--- src/rtl/pw_err_pkg.sv ---
package pw_err_pkg;
  localparam int unsigned ID_W   = 16;
  localparam int unsigned OFS_W  = 48;
  localparam int unsigned DATA_W = 32;

  typedef struct packed {
    logic [ID_W-1:0]  src_id;
    logic [OFS_W-1:0] offset;
  } err_rec_t;
endpackage

--- src/rtl/pw_err_fifo.sv ---
module pw_err_fifo
  import pw_err_pkg::*;
#(
  parameter int unsigned DEPTH = 4
) (
  input  logic                           clk_i,
  input  logic                           rst_ni,
  input  logic                           push_i,
  input  err_rec_t                       rec_i,
  input  logic                           pop_i,
  output err_rec_t                       head_o,
  output logic [$clog2(DEPTH+1)-1:0]     level_o,
  output logic                           full_o,
  output logic                           empty_o
);
  localparam int unsigned PTR_W = (DEPTH > 1) ? $clog2(DEPTH) : 1;
  localparam int unsigned CNT_W = $clog2(DEPTH+1);
  localparam logic [CNT_W-1:0] FULL_LVL = CNT_W'(DEPTH);
  localparam logic [PTR_W-1:0] LAST_PTR = PTR_W'(DEPTH-1);

  err_rec_t         mem_q [DEPTH];
  logic [PTR_W-1:0] wr_ptr_q, rd_ptr_q;
  logic [CNT_W-1:0] level_q;

  // storage has no reset: contents undefined until written
  for (genvar g = 0; g < DEPTH; g++) begin : g_slot
    always_ff @(posedge clk_i) begin
      if (push_i && wr_ptr_q == PTR_W'(g)) mem_q[g] <= rec_i;
    end
  end

  always_ff @(posedge clk_i or negedge rst_ni) begin
    if (!rst_ni) begin
      wr_ptr_q <= '0;
      rd_ptr_q <= '0;
      level_q  <= '0;
    end else begin
      if (push_i) wr_ptr_q <= (wr_ptr_q == LAST_PTR) ? '0 : wr_ptr_q + 1'b1;
      if (pop_i)  rd_ptr_q <= (rd_ptr_q == LAST_PTR) ? '0 : rd_ptr_q + 1'b1;
      case ({push_i, pop_i})
        2'b10:   level_q <= level_q + 1'b1;
        2'b01:   level_q <= level_q - 1'b1;
        default: level_q <= level_q;
      endcase
    end
  end

  assign head_o  = mem_q[rd_ptr_q];
  assign level_o = level_q;
  assign full_o  = (level_q == FULL_LVL);
  assign empty_o = (level_q == '0);

  assert_no_overflow_R9: assert property (@(posedge clk_i) disable iff (!rst_ni)
    push_i |-> (!full_o || pop_i));
  assert_no_underflow_R11: assert property (@(posedge clk_i) disable iff (!rst_ni)
    pop_i |-> !empty_o);
  assert_level_bound_R8: assert property (@(posedge clk_i) disable iff (!rst_ni)
    level_q <= FULL_LVL);
endmodule

--- src/rtl/pw_err_evt.sv ---
module pw_err_evt #(
  parameter int unsigned DEPTH = 4
) (
  input  logic                       clk_i,
  input  logic                       rst_ni,
  input  logic                       push_i,
  input  logic                       pop_i,
  input  logic                       drop_i,
  input  logic [$clog2(DEPTH+1)-1:0] level_i,
  output logic                       evt_o,
  output logic                       ovf_o
);
  localparam int unsigned CNT_W = $clog2(DEPTH+1);
  localparam logic [CNT_W-1:0] ONE = CNT_W'(1);

  logic evt_q, ovf_q;
  logic last_pop;

  assign last_pop = pop_i && !push_i && (level_i == ONE);

  always_ff @(posedge clk_i or negedge rst_ni) begin
    if (!rst_ni) begin
      evt_q <= 1'b0;
      ovf_q <= 1'b0;
    end else begin
      if (push_i)        evt_q <= 1'b1;
      else if (last_pop) evt_q <= 1'b0;
      if (drop_i)        ovf_q <= 1'b1;
      else if (last_pop) ovf_q <= 1'b0;
    end
  end

  assign evt_o = evt_q;
  assign ovf_o = ovf_q;

  assert_evt_on_push_R5: assert property (@(posedge clk_i) disable iff (!rst_ni)
    push_i |=> evt_o);
  assert_evt_off_last_R6: assert property (@(posedge clk_i) disable iff (!rst_ni)
    last_pop |=> !evt_o);
  assert_evt_held_R6: assert property (@(posedge clk_i) disable iff (!rst_ni)
    (pop_i && level_i > ONE) |=> evt_o);
  assert_ovf_on_drop_R9: assert property (@(posedge clk_i) disable iff (!rst_ni)
    drop_i |=> ovf_o);
endmodule

--- src/rtl/pw_err_regmux.sv ---
module pw_err_regmux
  import pw_err_pkg::*;
(
  input  err_rec_t          head_i,
  input  logic              addr_i,
  output logic [DATA_W-1:0] rdata_o
);
  localparam int unsigned HI_OFS_W = OFS_W - DATA_W;

  logic [DATA_W-1:0] hi_word, lo_word;

  assign hi_word = {head_i.src_id, head_i.offset[OFS_W-1 -: HI_OFS_W]};
  assign lo_word = head_i.offset[DATA_W-1:0];
  assign rdata_o = addr_i ? lo_word : hi_word;

  initial begin
    assert_word_fit_R3: assert (ID_W + HI_OFS_W == DATA_W);
  end
endmodule

--- src/rtl/pw_err_capture.sv ---
module pw_err_capture
  import pw_err_pkg::*;
#(
  parameter int unsigned DEPTH = 4
) (
  input  logic              clk_i,
  input  logic              rst_ni,
  input  logic              pw_enable_i,
  input  logic              err_valid_i,
  input  logic [ID_W-1:0]   err_src_id_i,
  input  logic [OFS_W-1:0]  err_offset_i,
  input  logic              reg_addr_i,
  output logic [DATA_W-1:0] reg_rdata_o,
  input  logic              evt_clear_i,
  output logic              pw_err_evt_o,
  output logic              ovf_o
);
  localparam int unsigned CNT_W = $clog2(DEPTH+1);

  err_rec_t         in_rec, head;
  logic             capture, push, pop, drop, full, empty;
  logic [CNT_W-1:0] level;

  assign in_rec  = '{src_id: err_src_id_i, offset: err_offset_i};
  assign capture = err_valid_i && pw_enable_i;
  assign pop     = evt_clear_i && !empty;
  assign push    = capture && (!full || pop);
  assign drop    = capture && full && !pop;

  pw_err_fifo #(.DEPTH(DEPTH)) u_fifo (
    .clk_i   (clk_i),
    .rst_ni  (rst_ni),
    .push_i  (push),
    .rec_i   (in_rec),
    .pop_i   (pop),
    .head_o  (head),
    .level_o (level),
    .full_o  (full),
    .empty_o (empty)
  );

  pw_err_evt #(.DEPTH(DEPTH)) u_evt (
    .clk_i   (clk_i),
    .rst_ni  (rst_ni),
    .push_i  (push),
    .pop_i   (pop),
    .drop_i  (drop),
    .level_i (level),
    .evt_o   (pw_err_evt_o),
    .ovf_o   (ovf_o)
  );

  pw_err_regmux u_mux (
    .head_i  (head),
    .addr_i  (reg_addr_i),
    .rdata_o (reg_rdata_o)
  );

  assert_gate_R2: assert property (@(posedge clk_i) disable iff (!rst_ni)
    (!pw_enable_i && !evt_clear_i) |=> $stable(level));
  assert_evt_tracks_R6: assert property (@(posedge clk_i) disable iff (!rst_ni)
    pw_err_evt_o == !empty);
  assert_same_cycle_R10: assert property (@(posedge clk_i) disable iff (!rst_ni)
    (capture && evt_clear_i && !empty) |=> (pw_err_evt_o && $stable(level)));
endmodule

--- config.mk ---
export PLATFORM = sky130hd
export DESIGN_NAME = pw_err_capture
export DESIGN_NICKNAME = d
export VERILOG_FILES = /design/src/rtl/pw_err_pkg.sv /design/src/rtl/pw_err_fifo.sv /design/src/rtl/pw_err_evt.sv /design/src/rtl/pw_err_regmux.sv /design/src/rtl/pw_err_capture.sv
export SDC_FILE = /design/constraint.sdc
export NUM_CORES = 1
export LEC_CHECK = 0
export ABC_CLOCK_PERIOD_IN_PS = 6500
export BUFFER_PORTS_ARGS = -buffer_cell sky130_fd_sc_hd__buf_4
export CORE_MARGIN = 5
export CORE_UTILIZATION = 25
export DETAILED_ROUTE_END_ITERATION = 16
export GPL_ROUTABILITY_DRIVEN = 0
export HOLD_SLACK_MARGIN = 0.06
export SETUP_SLACK_MARGIN = 0.5
export SLEW_MARGIN = 20
export SYNTH_ARGS = -nofsm -noshare
export SYNTH_HDL_FRONTEND = slang
export SYNTH_SLANG_ARGS = --single-unit
--- constraint.sdc ---
create_clock -name clk_i -period 6.5 [get_ports clk_i]
set_input_delay 1.3 -clock clk_i [delete_from_list [all_inputs] [get_ports clk_i]]
set_output_delay 1.3 -clock clk_i [all_outputs]
set_load 0.1 [all_outputs]
Word-level counts from Yosys, hierarchy flattened --
Memories as Yosys holds them, arrays and structs flattened. Index checks and enable logic that the tools add are counted. Widths: inputs -> output; s select.
Storage, ports and cells: memories 1, register bits after elaboration 9, RAM bits 256, output and inout port bits 34
Memory list:
- u_fifo.mem_q | depth 4, width 64, rd ports 1, clocked after memory_dff 0, wr ports 1, RTL line pw_err_fifo.sv:21 | err_rec_t mem_q [DEPTH];
Operators by class: reductions and logical operators 24, mux-type cells 24, equality and inequality tests 8, add/sub/neg operators 4
Operator list (count):
- $mux 64 | 3
- $reduce_or 64->1 | 3
- $mux 32 | 1
- $mux 1 | 14
- $logic_and 1x1->1 | 11
- $mux 2 | 5
- $eq 2x2->1 const B | 4
- $pmux 3 s2 | 1
- $reduce_bool 2->1 | 3
- $add 2x1->2 const B | 2
- $eq 2x1->1 const B | 2
- $logic_not 1->1 | 4
- $add 3x1->3 const B | 1
- $eq 3x1->1 const B | 1
- $eq 3x3->1 const B | 1
- $logic_not 3->1 | 1
- $sub 3x1->3 const B | 1
- $logic_not 2->1 | 1
- $logic_or 1x1->1 | 1

Logic depth before layout (Yosys ltp) --
Gate-level depths: netlist of the first run.
depth in word-level cells 12, depth in mapped cells 10, depth with buffers taken out 9

By module --
Synthesis of the first run repeated with hierarchy kept, for this count alone.
Second synthesis, totals: cells, all modules 422, area, all modules 10336.2 sq um
By module, submodules not included:
- pw_err_fifo | times used 1, area an instance 9649.3 sq um, seq. area each 7862.5 sq um, cells an instance 372
- pw_err_regmux | times used 1, area an instance 544.3 sq um, seq. area each 0.0 sq um, cells an instance 36
- pw_err_evt | times used 1, area an instance 103.8 sq um, seq. area each 50.0 sq um, cells an instance 9
- pw_err_capture | times used 1, area an instance 38.8 sq um, seq. area each 0.0 sq um, cells an instance 5

Worst setup path after synthesis of the first run --
OpenSTA, ideal clock, no wires.
path type in2out, start input port reg_addr_i, end output port reg_rdata_o[0], setup slack 2.562 ns, data required time 5.200 ns, stages 4, buffers on the path 2, arrival time 2.638 ns, cells stage by stage buf_2 -> clkbuf_1 -> mux4_2 -> mux2_2
Between the ends: word-level cells in the longest chain between the ends 1
RTL lines:
- from (decl) | RTL line pw_err_capture.sv:12 | input logic reg_addr_i,
- $mux 32 | RTL line pw_err_regmux.sv:14 | assign rdata_o = addr_i ? lo_word : hi_word;
- to (decl) | RTL line pw_err_capture.sv:13 | output logic [DATA_W-1:0] reg_rdata_o,
No other way between the ends.

Worst setup path after layout of the first run --
Ends and elaborated chain as after synthesis.

==> results_dict.tcl, run 1 <==
set metrics [dict create \
    clkPwrFrac_pct 26.5 \
    power.switching_mw 2.12 \
    cp-startpoint "reg_addr_i" \
    worstPathMaxFanout 64 \
    startpoint_type "input port" \
    netSwitchingFraction_pct 36.8 \
    synth_cell_types 20 \
    start_util_pct 25.4 \
    vias_per_cell 4.10 \
    final_max_slew_viol_count 0 \
    synth_area_um2 10200 \
    skew_ns 0.00684 \
    internal-power_mw 3.63 \
    drcViolationCount 0 \
    final-setup-viol-count 0 \
    ctsHoldBuffers 0 \
    slew-limit-headroom_pct 30.3 \
    drt_iter0_drc 238 \
    r2r-end "u_fifo.mem_q[2][6]" \
    io_pins 104 \
    area_growth_pct 22.3 \
    hp-class "reg2reg" \
    seqPwrFrac_pct 37.3 \
    ir_drop_v 0.000328 \
    grt_usage_pct 8.40 \
    synthFlopType "edfxtp_1" \
    vias 4459 \
    cp.required_ns 5.20 \
    final_cells 1088 \
    setup_tns_ns 0 \
    cts_tree "yes" \
    grt_pass1_wl_mm 29.5 \
    cts_made_buffers 29 \
    die_area_um2 44800 \
    fp.dieH_um 212 \
    antenna_found_initial 0 \
    rrSetupSlack_ns 3.86 \
    syn_inst 422 \
    wl_per_cell_um 17.5 \
    yosysWarnings 0 \
    path_clk_slew_ns 0.06 \
    cap_violations 0 \
    htreeDepth 1 \
    synth_edf_count 256 \
    cts_resized 0 \
    overflow 0 \
    die_w_um 212 \
    fin_nets 621 \
    dr.pass1.iters 4 \
    grt_max_degree 65 \
    core-area_um2 40000 \
    antenna_cells 0 \
    finalHoldViolations 0 \
    place.detailed.hpwl_mm 10.7 \
    cts_sinks 265 \
    fmax_mhz 231 \
    ys_seq_elements 265 \
    r2r_start "u_fifo.level_o[0]" \
    fin_crit_sh_pct 66.7 \
    rr_worst_depth 5 \
    endpoint_kind "output port" \
    row_count 73 \
    status "finished clean" \
    ant_nets 0 \
    drive_gt1_share_pct 43.9 \
    io_buffers 103 \
    clock_path_buffers 3 \
    setup.worst_path.end "reg_rdata_o[0]" \
    p_comb_share_pct 36.2 \
    finalWirelength_mm 19.0 \
    tightest_slew_ns 1.05 \
    syn_nets 502 \
    root_buffer "clkbuf_16" \
    leakage_nw 4.10 \
    ys_async_sr_fraction_pct 3.40 \
    p_per_area_nw_per_um2 463 \
    dp_cells 1034 \
    worstSetupPathType "in2out" \
    post_cts.repair.setup_buffers 0 \
    yosysSeqAreaShare_pct 77.8 \
    worst_ep_arrival_time_ns 3.03 \
    min_period_ns 4.33 \
    syn_avg_cell_area_um2 24.1 \
    grt_pass1_vias 5099 \
    clock_latency_ns 0.53 \
    rsz0062_at_grt "false" \
]
-- layout by cell type, fill, tap and decap left out --
cell type and n:
clkbuf_16 29, clkbuf_1 11, nor2_1 3, clkinv_4 1, dfrtp_2 1, nand2_1 3, dfrtp_1 7, nor2b_1 1
clkinv_2 1, and2_4 4, xor2_1 1, bufinv_16 1, a21o_1 1, clkinvlp_4 2, clkbuf_8 4, mux2_2 36
xnor2_1 2, ha_1 10, edfxtp_1 256, buf_12 1, mux4_2 60, inv_1 7, buf_4 106, dfrtp_4 1
clkinv_1 4, mux4_1 4, mux2i_1 1, nand3b_1 2, o21ai_0 3
-- how the worst min path moves through the flow --
stage                      startpoint           endpoint  slack, ns  depth (start not counted)
floorplan           u_fifo.level_o[2]  u_fifo.level_o[2]       0.47                          1
global placement          u_evt.evt_o        u_evt.evt_o       0.47                          1
detailed placement        u_evt.evt_o        u_evt.evt_o       0.47                          1
CTS                       u_evt.evt_o        u_evt.evt_o       0.50                          1
global route              u_evt.evt_o        u_evt.evt_o       0.51                          1
finish                    u_evt.ovf_o        u_evt.ovf_o       0.50                          2
-- through the flow --
stage / total power [mW] / util (%) / hold WS [ns] / instance area [um2] / setup WS (ns)
after global routing: 6.02 / 31.1 / 0.515 / 12400 / 2.07
after CTS: 5.87 / 31.0 / 0.496 / 12400 / 2.12
after detailed placement: 4.31 / 28.8 / 0.473 / 11500 / 2.12
after global placement: 4.29 / 28.8 / 0.470 / 11500 / 2.13
after floorplan: 3.89 / - / 0.470 / 10200 / 2.56
final: 5.75 / 31.1 / 0.496 / 12400 / 2.17
-- critical path: stages --
cell	delay, ns
buf_4	0.72
mux4_2	0.41
mux2_2	0.30
buf_4	0.24
-- flip-flops by register name, indices dropped and copies added, names as in the netlist --
signal and count:
u_fifo.level_o 3, u_evt.ovf_o 1, u_fifo.rd_ptr_q 2, u_fifo.wr_ptr_q 2, u_evt.evt_o 1, u_fifo.mem_q 256
-- synth_stat cells, drive strengths merged, types with 2 or more instances --
| cell | n | area, um2 |
|---|---|---|
| edfxtp | 256 | 7690 |
| mux4 | 64 | 1460 |
| mux2 | 36 | 405 |
| clkbuf | 11 | 41.3 |
| ha | 10 | 125 |
| dfrtp | 9 | 225 |
| buf | 8 | 71.3 |
| inv | 7 | 26.3 |
| and2 | 4 | 25.0 |
| nand2 | 3 | 11.3 |
| nor2 | 3 | 11.3 |
| o21ai | 3 | 15.0 |
| nand3b | 2 | 15.0 |
| xnor2 | 2 | 17.5 |
-- final cells by class --
class,instances,area [um2]
clock buffer,44,822
tap,525,657
sequential,265,7920
fill,3898,27600
multi-input combinational,131,2120
timing repair buffer,107,816
inverter,7,26.3
clock inverter,9,73.8
-- metal layers --
layer | wire [um] | part of all wire [%] | track usage, %
met1 | 8100 | 43 | 10.7
met2 | 9590 | 50 | 14.5
met3 | 829 | 4.4 | 1.53
met4 | 486 | 2.6 | 3.00
met5 | 0 | 0 | 0
-- power by group through the flow --
stage / Combinational (mW) / Clock [mW] / Sequential (mW)
3_3_place_gp: 2.11 / 0 / 2.18
5_1_grt: 2.20 / 1.65 / 2.17
2_1_floorplan: 1.68 / 0 / 2.21
3_5_place_dp: 2.12 / 0 / 2.19
4_1_cts: 2.13 / 1.59 / 2.15
6_report: 2.08 / 1.52 / 2.15
-- cell families after synthesis --
group | synth area share (%)
simple gates | 0.677
buf+inv | 1.37
mux | 18.4
flops | 77.8
compound gates | 0.222
fa+ha+maj | 1.23
xor+xnor | 0.259
(Power assumes the default switching activity.)
==> run 2, diff against run 1 <==
--- a/config.mk
+++ b/config.mk
@@ -5,7 +5,8 @@
 export SDC_FILE = /design/constraint.sdc
 export NUM_CORES = 1
 export LEC_CHECK = 0
-export ABC_CLOCK_PERIOD_IN_PS = 6500
+export ABC_AREA = 1
+export ABC_CLOCK_PERIOD_IN_PS = 3900
 export BUFFER_PORTS_ARGS = -buffer_cell sky130_fd_sc_hd__buf_4
 export CORE_MARGIN = 5
 export CORE_UTILIZATION = 25
==> constraint.sdc (replaced) <==
create_clock -name clk_i -period 3.9 [get_ports clk_i]
set_input_delay 0.78 -clock clk_i [delete_from_list [all_inputs] [get_ports clk_i]]
set_output_delay 0.78 -clock clk_i [all_outputs]
set_load 0.1 [all_outputs]
==> results_dict.tcl, run 2 <==
set metrics [dict create \
    fin_hold_ws_ns 0.425 \
    grt_max_degree 104 \
    synthFlopType "edfxtp_1" \
    leakage_nw 6.48 \
    finalHoldViolations 0 \
    synth_edf_count 256 \
    io_pins 104 \
    die_area_um2 51000 \
    endpoint_kind "output port" \
    largest_reg_flops 256 \
    overflow 0 \
    clock_latency_ns 0.55 \
    dr.pass1.iters 4 \
    cp.required_ns 3.12 \
    hold_depth 1 \
    mostFrequentLayoutCells "428 x nand2_1, 271 x inv_1, 256 x edfxtp_1" \
    rrSetupSlack_ns 1.41 \
    synth_xor_area_share_pct 0.150 \
    r2r-end "u_fifo.mem_q[3][42]" \
    start_util_pct 25.1 \
    synth_top_area_share_pct 66.0 \
    synthAdderAreaFrac_pct 1.07 \
    skew_ns 0.00937 \
    vias_per_cell 4.08 \
    fin_crit_sh_pct 82.9 \
    cts_made_buffers 30 \
    final-setup-viol-count 0 \
    p_per_area_nw_per_um2 754 \
    max_stage_delay_ns 0.73 \
    grt_usage_pct 11.1 \
    startpoint_type "flop" \
    htreeDepth 1 \
    cts_sinks 265 \
    r2r_start "u_fifo.level_o[0]" \
    core-area_um2 46400 \
    worstPathMaxFanout 65 \
    num-fill-cells 4667 \
    setup_tns_ns 0 \
    status "finished clean" \
    critPathSlowestCell "buf_4" \
    fmax_mhz 309 \
    ant_nets 0 \
    synthMuxAreaShare_pct 0 \
    tightest_slew_ns 0.936 \
    drive_gt1_share_pct 13.3 \
    fp.dieH_um 226 \
    die_w_um 226 \
    synth_top_cells_by_area "edfxtp_1 66%, nand2_1 14%, inv_1 8.8%" \
    cts_tree "yes" \
    ys_async_sr_fraction_pct 3.40 \
    place.detailed.hpwl_mm 17.1 \
    worst_ep_arrival_time_ns 2.45 \
    path_clk_slew_ns 0.06 \
    largest_register "u_fifo.mem_q" \
    yosysSeqAreaShare_pct 67.9 \
    mostFrequentLayoutCell "nand2_1" \
    synth_cell_types 16 \
    hp-start "err_src_id_i[3]" \
    ir_drop_v 0.000545 \
    root_buffer "clkbuf_16" \
    grt_pass1_wl_mm 44.0 \
    min_period_ns 3.23 \
    cp_cell_sequence "buf_4, nand3_1, nand2_1, nand2_1, nand2_1, buf_4" \
    critPathTopFamily "buffers and inverters" \
    synth-compound-area-share_pct 0.387 \
    grt_pass1_vias 7539 \
    finalWirelength_mm 28.8 \
    syn_avg_cell_area_um2 9.92 \
    synth.most_common_cell "nand2_1" \
    wl_per_cell_um 15.1 \
    final_cells 1912 \
    slew-limit-headroom_pct 37.6 \
    synth_area_um2 11600 \
    hp-class "in2reg" \
    dp_cells 1852 \
    vias 7793 \
    yosys.area_share.simple_pct 19.7 \
    yosysWarnings 0 \
    area_growth_pct 22.2 \
    critPathMostFrequentCell "nand2_1" \
    antenna_found_initial 5 \
    synth_common_cells "428 x nand2_1, 272 x inv_1, 256 x edfxtp_1" \
    syn_nets 1254 \
    final_max_slew_viol_count 0 \
    holdPathEnd "u_fifo.mem_q[1][51]" \
    clock_path_buffers 3 \
    synth_top_family_by_area "simple AND/OR/NAND/NOR gates" \
    row_count 79 \
    rr_worst_depth 6 \
    cap_violations 0 \
    ys_seq_elements 265 \
    drcViolationCount 0 \
    syn_inst 1174 \
    fin_nets 1360 \
    io_buffers 103 \
    cp_num_buf_inv 2 \
    rsz0062_at_grt "false" \
    drt_iter0_drc 501 \
    yosys.area.top_type "edfxtp_1" \
    worstSetupPathType "reg2out" \
]
==> run 2: kinds of logic (layout without fill, tap and decap cells) <==
family	Yosys count	count (layout)
compound gates	9	9
xor+xnor	2	2
fa+ha+maj	10	10
buf+inv	322	452
flops	265	265
other cells	0	1
simple gates	566	566
==> run 2: routing by layer <==
| layer | share of wire (%) | vias up | global-route usage, % | wire [um] |
|---|---|---|---|---|
| met5 | 0.080 | - | 0 | 23 |
| met4 | 2.2 | 6 | 3.32 | 623 |
| met3 | 5.8 | 39 | 2.44 | 1660 |
| met2 | 48 | 160 | 18.4 | 13800 |
| met1 | 44 | 3730 | 14.5 | 12800 |
| li1 | - | 3858 | - | - |
==> run 2: timing repair <==
item,4_1_cts,5_1_grt
setup endpoints to repair,9,2
hold buffers,1,0
gates resized for setup,0,1
setup buffers,1,1
gates cloned,0,0
pin swaps,0,0
endpoints found under the hold margin,9,0
==> run 2: power by group <==
part           switching [mW]  internal [mW]
logic                    3.34           1.06
clock network            1.11           1.66
registers               0.117           3.45
total                    4.57           6.17
==> run 2: area by class of cell <==
cell class	instances	area (um2)	area share, %
Multi-Input combinational cell	587	2510	17.6
Timing Repair Buffer	123	1040	7.34
Sequential cell	265	7920	55.6
Clock buffer	40	810	5.69
Antenna cell	1	2.50	0.0176
Tap cell	607	759	5.33
Clock inverter	16	166	1.17
Inverter	273	1030	7.21
==> run 2: worst max path at each step <==
stage,cells after the start,slack (ns),end,startpoint
2_1_floorplan,4,-0.35,u_fifo.mem_q[0][0],evt_clear_i
3_3_place_gp,8,1.07,reg_rdata_o[21],u_fifo.rd_ptr_q[0]
3_5_place_dp,8,1.08,reg_rdata_o[21],u_fifo.rd_ptr_q[0]
4_1_cts,8,0.62,reg_rdata_o[21],u_fifo.rd_ptr_q[0]
5_1_grt,6,0.52,reg_rdata_o[12],u_fifo.rd_ptr_q[1]
6_report,6,0.67,reg_rdata_o[28],u_fifo.rd_ptr_q[1]
==> run 2: per-stage QoR <==
stage          utilization (%)  setup WS (ns)  cell area [um2]  power (mW)
2_1_floorplan                -         -0.348            11600        6.86
3_3_place_gp              28.5           1.07            13200        7.94
3_5_place_dp              28.5           1.08            13200        7.97
4_1_cts                   30.7          0.616            14200        10.8
5_1_grt                   30.7          0.517            14200        11.4
6_report                  30.7          0.666            14200        10.7
==> run 2: worst reg2reg max path: cells and delay by family (launching register included) <==
kind,cells,cell delay [ns]
flops,1,0.42
fa+ha+maj,1,0.21
buf+inv,2,0.43
simple gates,3,1.12
